`src/rtl/sdram_init_pkg.sv`:
```
package sdram_init_pkg;

  typedef enum logic [1:0] {
    CMD_NOP = 2'd0,
    CMD_MRS = 2'd1,
    CMD_REF = 2'd2,
    CMD_PRE = 2'd3
  } sdram_cmd_e;

  typedef enum logic [2:0] {
    ST_IDLE,
    ST_WAIT,
    ST_STREAM,
    ST_REST,
    ST_DONE
  } seq_state_e;

  localparam logic [7:0] MODE_BASE     = 8'h40;
  localparam logic [7:0] MODE_CAS3_SET = 8'h20;

endpackage

```
`src/rtl/pwrup_rst_sync.sv`:
```
module pwrup_rst_sync (
  input  logic clk,
  input  logic rst_n_i,
  output logic rst_n_o
);
  logic [1:0] sync_q;

  always_ff @(posedge clk or negedge rst_n_i) begin
    if (!rst_n_i) sync_q <= 2'b00;
    else          sync_q <= {sync_q[0], 1'b1};
  end

  assign rst_n_o = sync_q[1];
endmodule

```
`src/rtl/pwrup_mode_calc.sv`:
```
module pwrup_mode_calc
  import sdram_init_pkg::*;
(
  input  logic [1:0] cas_code_i,
  input  logic       speed100_i,
  input  logic       bus32_i,
  input  logic [7:0] preset_i,
  output logic [7:0] mode_o
);
  logic       cas3;
  logic [7:0] wide_val;
  logic [7:0] derived;

  always_comb begin
    // latency code meaning shifts with the clock-speed select
    if (speed100_i) cas3 = (cas_code_i != 2'd0);
    else            cas3 = (cas_code_i != 2'd1);
    wide_val = MODE_BASE | (cas3 ? MODE_CAS3_SET : 8'h00);
    derived  = bus32_i ? wide_val : (wide_val >> 1);
    mode_o   = (preset_i != 8'h00) ? preset_i : derived;
  end
endmodule

```
`src/rtl/pwrup_cmd_table.sv`:
```
module pwrup_cmd_table
  import sdram_init_pkg::*;
#(
  parameter int REFRESH_COUNT = 8,
  localparam int SLOTS = 2 * (REFRESH_COUNT + 2),
  localparam int IDXW  = $clog2(SLOTS)
) (
  input  logic [IDXW-1:0] idx_i,
  output sdram_cmd_e      code_o
);
  localparam logic [IDXW-1:0] IDX_LAST = IDXW'(SLOTS - 1);

  sdram_cmd_e table_w [SLOTS];

  for (genvar g = 0; g < SLOTS; g++) begin : g_slot
    if (g % 2 == 1) begin : g_nop
      assign table_w[g] = CMD_NOP;
    end else if (g == 0) begin : g_pre
      assign table_w[g] = CMD_PRE;
    end else if (g == SLOTS - 2) begin : g_mrs
      assign table_w[g] = CMD_MRS;
    end else begin : g_ref
      assign table_w[g] = CMD_REF;
    end
  end

  assign code_o = (idx_i <= IDX_LAST) ? table_w[idx_i] : CMD_NOP;
endmodule

```
`src/rtl/sdram_pwrup_seq.sv`:
```
module sdram_pwrup_seq
  import sdram_init_pkg::*;
#(
  parameter int CLK_MHZ       = 125,
  parameter int WAIT_US       = 200,
  parameter int CMD_GAP       = 5,
  parameter int REFRESH_COUNT = 8,
  parameter int PASSES        = 2
) (
  input  logic       clk,
  input  logic       rst_n,
  input  logic       start_i,
  input  logic [1:0] cas_code_i,
  input  logic       speed100_i,
  input  logic       bus32_i,
  input  logic [7:0] mrs_preset_i,
  output logic [1:0] cmd_o,
  output logic       cmd_vld_o,
  output logic [7:0] mrs_data_o,
  output logic       ref_inhibit_o,
  output logic       done_o
);
  localparam int WAIT_CYCLES = CLK_MHZ * WAIT_US;
  localparam int WCW   = $clog2(WAIT_CYCLES + 1);
  localparam int GCW   = $clog2(CMD_GAP + 1);
  localparam int SLOTS = 2 * (REFRESH_COUNT + 2);
  localparam int IDXW  = $clog2(SLOTS);
  localparam int PCW   = $clog2(PASSES + 1);
  localparam logic [WCW-1:0]  WAIT_LAST = WCW'(WAIT_CYCLES - 1);
  localparam logic [GCW-1:0]  GAP_LAST  = GCW'(CMD_GAP - 1);
  localparam logic [IDXW-1:0] SLOT_LAST = IDXW'(SLOTS - 1);
  localparam logic [PCW-1:0]  PASS_LAST = PCW'(PASSES - 1);

  logic srst_n;

  seq_state_e     state_q, state_d;
  logic [WCW-1:0]  wait_q, wait_d;
  logic [GCW-1:0]  gap_q, gap_d;
  logic [IDXW-1:0] slot_q, slot_d;
  logic [PCW-1:0]  pass_q, pass_d;
  sdram_cmd_e     cmd_q, cmd_d;
  logic           vld_q, vld_d;
  logic           inh_q, inh_d;
  logic           done_q, done_d;
  logic [7:0]     mode_q;
  logic           mode_en;

  logic [IDXW-1:0] tbl_idx;
  sdram_cmd_e     tbl_code;
  logic [7:0]     mode_calc;

  pwrup_rst_sync u_rst (
    .clk     (clk),
    .rst_n_i (rst_n),
    .rst_n_o (srst_n)
  );

  pwrup_mode_calc u_mode (
    .cas_code_i (cas_code_i),
    .speed100_i (speed100_i),
    .bus32_i    (bus32_i),
    .preset_i   (mrs_preset_i),
    .mode_o     (mode_calc)
  );

  pwrup_cmd_table #(.REFRESH_COUNT(REFRESH_COUNT)) u_tbl (
    .idx_i  (tbl_idx),
    .code_o (tbl_code)
  );

  // slot 0 is fetched leaving the wait, later slots one ahead of slot_q
  assign tbl_idx = (state_q == ST_STREAM) ? (slot_q + IDXW'(1)) : '0;

  always_comb begin
    state_d = state_q;
    wait_d  = wait_q;
    gap_d   = gap_q;
    slot_d  = slot_q;
    pass_d  = pass_q;
    cmd_d   = CMD_NOP;
    vld_d   = 1'b0;
    inh_d   = inh_q;
    done_d  = done_q;
    mode_en = 1'b0;
    unique case (state_q)
      ST_IDLE: begin
        if (start_i) begin
          state_d = ST_WAIT;
          wait_d  = '0;
          pass_d  = '0;
          inh_d   = 1'b1;
          mode_en = 1'b1;
        end
      end
      ST_WAIT: begin
        if (wait_q == WAIT_LAST) begin
          state_d = ST_STREAM;
          slot_d  = '0;
          gap_d   = '0;
          cmd_d   = tbl_code;
          vld_d   = 1'b1;
        end else begin
          wait_d = wait_q + WCW'(1);
        end
      end
      ST_STREAM: begin
        if (gap_q == GAP_LAST) begin
          gap_d = '0;
          if (slot_q == SLOT_LAST) begin
            inh_d = 1'b0;
            if (pass_q == PASS_LAST) begin
              state_d = ST_DONE;
              done_d  = 1'b1;
            end else begin
              state_d = ST_REST;
              pass_d  = pass_q + PCW'(1);
            end
          end else begin
            slot_d = slot_q + IDXW'(1);
            cmd_d  = tbl_code;
            vld_d  = 1'b1;
          end
        end else begin
          gap_d = gap_q + GCW'(1);
        end
      end
      ST_REST: begin
        inh_d   = 1'b1;
        wait_d  = '0;
        state_d = ST_WAIT;
      end
      ST_DONE: begin
        state_d = ST_DONE;
      end
      default: begin
        state_d = ST_IDLE;
      end
    endcase
  end

  always_ff @(posedge clk or negedge srst_n) begin
    if (!srst_n) begin
      state_q <= ST_IDLE;
      wait_q  <= '0;
      gap_q   <= '0;
      slot_q  <= '0;
      pass_q  <= '0;
      cmd_q   <= CMD_NOP;
      vld_q   <= 1'b0;
      inh_q   <= 1'b1;
      done_q  <= 1'b0;
    end else begin
      state_q <= state_d;
      wait_q  <= wait_d;
      gap_q   <= gap_d;
      slot_q  <= slot_d;
      pass_q  <= pass_d;
      cmd_q   <= cmd_d;
      vld_q   <= vld_d;
      inh_q   <= inh_d;
      done_q  <= done_d;
    end
  end

  always_ff @(posedge clk or negedge srst_n) begin
    if (!srst_n)      mode_q <= 8'h00;
    else if (mode_en) mode_q <= mode_calc;
  end

  assign cmd_o         = cmd_q;
  assign cmd_vld_o     = vld_q;
  assign mrs_data_o    = mode_q;
  assign ref_inhibit_o = inh_q;
  assign done_o        = done_q;
endmodule

```
`config.mk`:
```
export PLATFORM = sky130hd
export DESIGN_NAME = sdram_pwrup_seq
export DESIGN_NICKNAME = d
export VERILOG_FILES = /design/src/rtl/sdram_init_pkg.sv /design/src/rtl/pwrup_rst_sync.sv /design/src/rtl/pwrup_mode_calc.sv /design/src/rtl/pwrup_cmd_table.sv /design/src/rtl/sdram_pwrup_seq.sv
export SDC_FILE = /design/constraint.sdc
export NUM_CORES = 1
export LEC_CHECK = 0
export ABC_AREA = 1
export BUFFER_PORTS_ARGS = -buffer_cell sky130_fd_sc_hd__clkbuf_2
export CAP_MARGIN = 40
export CORE_MARGIN = 5
export CORE_UTILIZATION = 50
export CTS_BUF_LIST = sky130_fd_sc_hd__clkbuf_8
export CTS_CLUSTER_DIAMETER = 60
export DETAILED_ROUTE_END_ITERATION = 7
export HOLD_SLACK_MARGIN = 0.08
export PLACE_DENSITY = 0.68
export SYNTH_ARGS = -nofsm -noshare
export SYNTH_HDL_FRONTEND = slang
export SYNTH_SLANG_ARGS = --single-unit
```
`constraint.sdc`:
```
create_clock -name clk -period 1.6 [get_ports clk]
set_input_delay 0.48 -clock clk [delete_from_list [all_inputs] [get_ports clk]]
set_output_delay 0.48 -clock clk [all_outputs]
set_load 0.005 [all_outputs]
```
==> impl_results.md <==
* CTS clock-pin slew for the worst setup and hold paths at ~0.090 ns
* Worst EP arrival at 1.72 ns
* P_leak at roughly 1.5 nW
* Post-Synthesis Cell Area at 0.00239 mm^2
* Clock Sink Count at 43
* Syn_area_per_cell at 7.67 um^2
* Sw Share at between 20% and 30%
* Sequential share of power at roughly 54%
* Final Hold Viols at 0
* WL/cell at between 10 and 15 um
* Num ports at 28
* Row count at 25
* Type of the worst min-delay path: flip-flop to async pin
* Clk Latency, worst-skew pair at 0.29 ns
* RSZ-0062 raised after global routing: yes
* Setup Skew at ~0.0095 ns
* Tcrit/Tclk final at between 90 and 100%
* Die width at 79.2 um
* Status: finished, final reports clean
* Antenna diodes at 0
* Die area at roughly 0.0063 mm^2
* Area Overhead vs Synth at 22.7%
* Post-route cell area at 0.00294 mm^2
* Port buffer count at 27
* Setup crit start kind: flip-flop
* CTS max path bufs at 2
* CTS tree: yes
* Layout cells sized above 1 at 24.1%
* Die height at 79.2 um
* Synth Warn # at 0
* Asr flop ratio synth at between 90% and 100%
* Placed instance area at approximately 0.0027 mm^2
* Post-synth top cells: 97 x nand2_1, 42 x dfrtp_1, 36 x nor2_1, 30 x nand3_1, 28 x inv_1
* PD cells at 698 mW/mm^2
* Net count after synthesis at between 300 and 400
* DRT antenna net count at 0
* Synth Instances at 312
* Initial Utilization at 51.0%
* Psw at between 400 and 500 uW
* CTS Buf Count at 5
* Pin count of the biggest net entering global routing at 22
* Synth cell types at 33
* Routed vias/inst at 5.04
* Max Fanout on Critical Path at 10
* Initial antenna violation count at 0
* CP endpoint kind: flip-flop
* FMAX at ~0.67 GHz
* Hold_ws at 0.209 ns
* DRC violations left at 0
* Int Power at 1.64 mW
* Ys flop type: dfrtp_1
* Post-layout nets at between 300 and 400
* HPWL Detailed at between 3000 and 4000 um
* Core Region at 0.00469 mm^2
* Htree depth at 2
* Cell with the most instances after synthesis: nand2_1
* Post-synth EDFFs at 0
* CP required at 1.83 ns
* Largest cells by area after synthesis: dfrtp_1 44%, nand2_1 15%, nand3_1 6.3%, nor2_1 5.6%, inv_1 4.4%
* Vias in the first global route at about 2000
* Max_cap viols at 0
* Pre-CTS WS at 0.0000149 ns
* VDD IR max at just over 500 uV
* Gp weighted congestion at 0.836
* Via count at 2113
* Total iterations of the first detailed-routing run at 4
* FF+latch count, synth at 43
* Setup-failing EPs final at 0
* Clock root cell: clkbuf_8
* Sequential area share after synthesis at a little under half
* Total GRT Usage at 16.6%
* Comb power frac at between 3 and 4%
* Period minus WS final at 1.49 ns
* First-pass GRT wire length at about 8500 um
* Gr ovfl total at 0
* Crit Path Category: flip-flop to flip-flop
* Area leader, netlist: dfrtp_1
* Starting DRT DRC Count at around 90
* Final setup margin at 0.109 ns
* Clock share of power at a little over two fifths
* Yosys top cell area share at 43.9%
* Max Slew Vio Count at 0
* Drt total wl at 4850 um
## layout make-up
class | instances | area (um^2)
fill | 416 | 1750
timing repair buffer | 48 | 343
clock buffer | 6 | 82.6
multi-input combinational | 234 | 1210
clock inverter | 2 | 35.0
sequential | 43 | 1080
inverter | 32 | 123
tap | 54 | 67.6
## worst max-delay path, stage by stage (launching register included)
cell and delay (ns):
dfrtp_1 0.44, buf_4 0.17, nor3_4 0.21, nand3_4 0.18, nand2_4 0.15, clkbuf_16 0.17, nand2_1 0.05, o21ai_1 0.06
## power groups by stage
stage	clock network [mW]	registers (mW)	logic, mW
6_report	0.869	1.12	0.0664
4_1_cts	0.903	1.12	0.0687
3_5_place_dp	0	1.14	0.0666
3_3_place_gp	0	1.14	0.0662
5_1_grt	0.948	1.12	0.0767
2_1_floorplan	0	1.14	0.0161
## cell families (layout without fill, tap and decap cells)
logic type / Yosys count / after routing / share of synthesized area, %
adder cells (fa/ha/maj): 5 / 5 / 2.61
flip-flops: 43 / 43 / 45.0
AND/OR/NAND/NOR: 194 / 194 / 37.2
other: 1 / 1 / 0.157
AO/OA/AOI/OAI: 31 / 31 / 7.63
buffers and inverters: 35 / 88 / 6.27
XOR/XNOR: 3 / 3 / 1.10
## worst paths after layout
kind / end / slack (ns) / start / cells after the start
min in group clk: u_rst.sync_q[1] / 0.36 / u_rst.sync_q[0] / 0
worst min-delay path: gap_q[0] / 0.21 / u_rst.sync_q[1] / 0
max in group asynchronous: mrs_data_o[1] / 0.83 / u_rst.sync_q[1] / 1
worst min register to register: gap_q[0] / 0.21 / u_rst.sync_q[1] / 0
worst max register to register: wait_q[7] / 0.11 / state_q[1] / 7
worst max-delay path: wait_q[7] / 0.11 / state_q[1] / 7
## layer usage
| layer | routed length (um) | up-vias | track usage (%) |
|---|---|---|---|
| li1 | - | 1110 | - |
| met1 | 2220 | 970 | 20.8 |
| met2 | 2450 | 26 | 28.7 |
| met3 | 127 | 7 | 3.40 |
| met4 | 56 | 0 | 5.33 |
| met5 | 0 | - | 0 |
## placed cells by master, fill, tap and decap left out, types with 3 or more instances in the layout
| cell type | instances |
|---|---|
| a21oi_1 | 8 |
| ha_1 | 4 |
| nand2_1 | 96 |
| nor2_2 | 5 |
| clkbuf_2 | 27 |
| o21ai_0 | 7 |
| or2_2 | 4 |
| dfrtp_1 | 40 |
| inv_1 | 27 |
| nand2_2 | 6 |
| buf_4 | 17 |
| xor2_1 | 3 |
| clkbuf_8 | 6 |
| nand3_1 | 30 |
| nor2_1 | 34 |
| o21ai_1 | 8 |
| nand4_1 | 7 |
| nor2_4 | 3 |
## sequential cells by signal (all words and copies together), names as in the netlist
signal / cells
slot_q: 5
state_q: 3
cmd_vld_o: 1
mrs_data_o: 8
gap_q: 3
done_o: 1
wait_q: 15
ref_inhibit_o: 1
cmd_o: 2
u_rst.sync_q: 2
pass_q: 2
## per-stage QoR
step	cells	total power, mW	util [%]	TNS, ns
after floorplan	312	1.16	-	0
after global placement	406	1.20	57.6	0
after detailed placement	406	1.20	57.6	0
after CTS	415	2.09	60.5	0
after global routing	419	2.14	62.6	-0.0807
final	419	2.05	62.6	0
## repair_timing
action / 4_1_cts / 5_1_grt
endpoints found under the hold margin: 2 / 0
resized for setup: 2 / 9
setup buffers: 0 / 2
setup endpoints to repair: 4 / 21
pin swaps: 0 / 3
cloned: 0 / 2
hold buffers: 1 / 0
No activity file was read; power rests on OpenSTA's default activity.
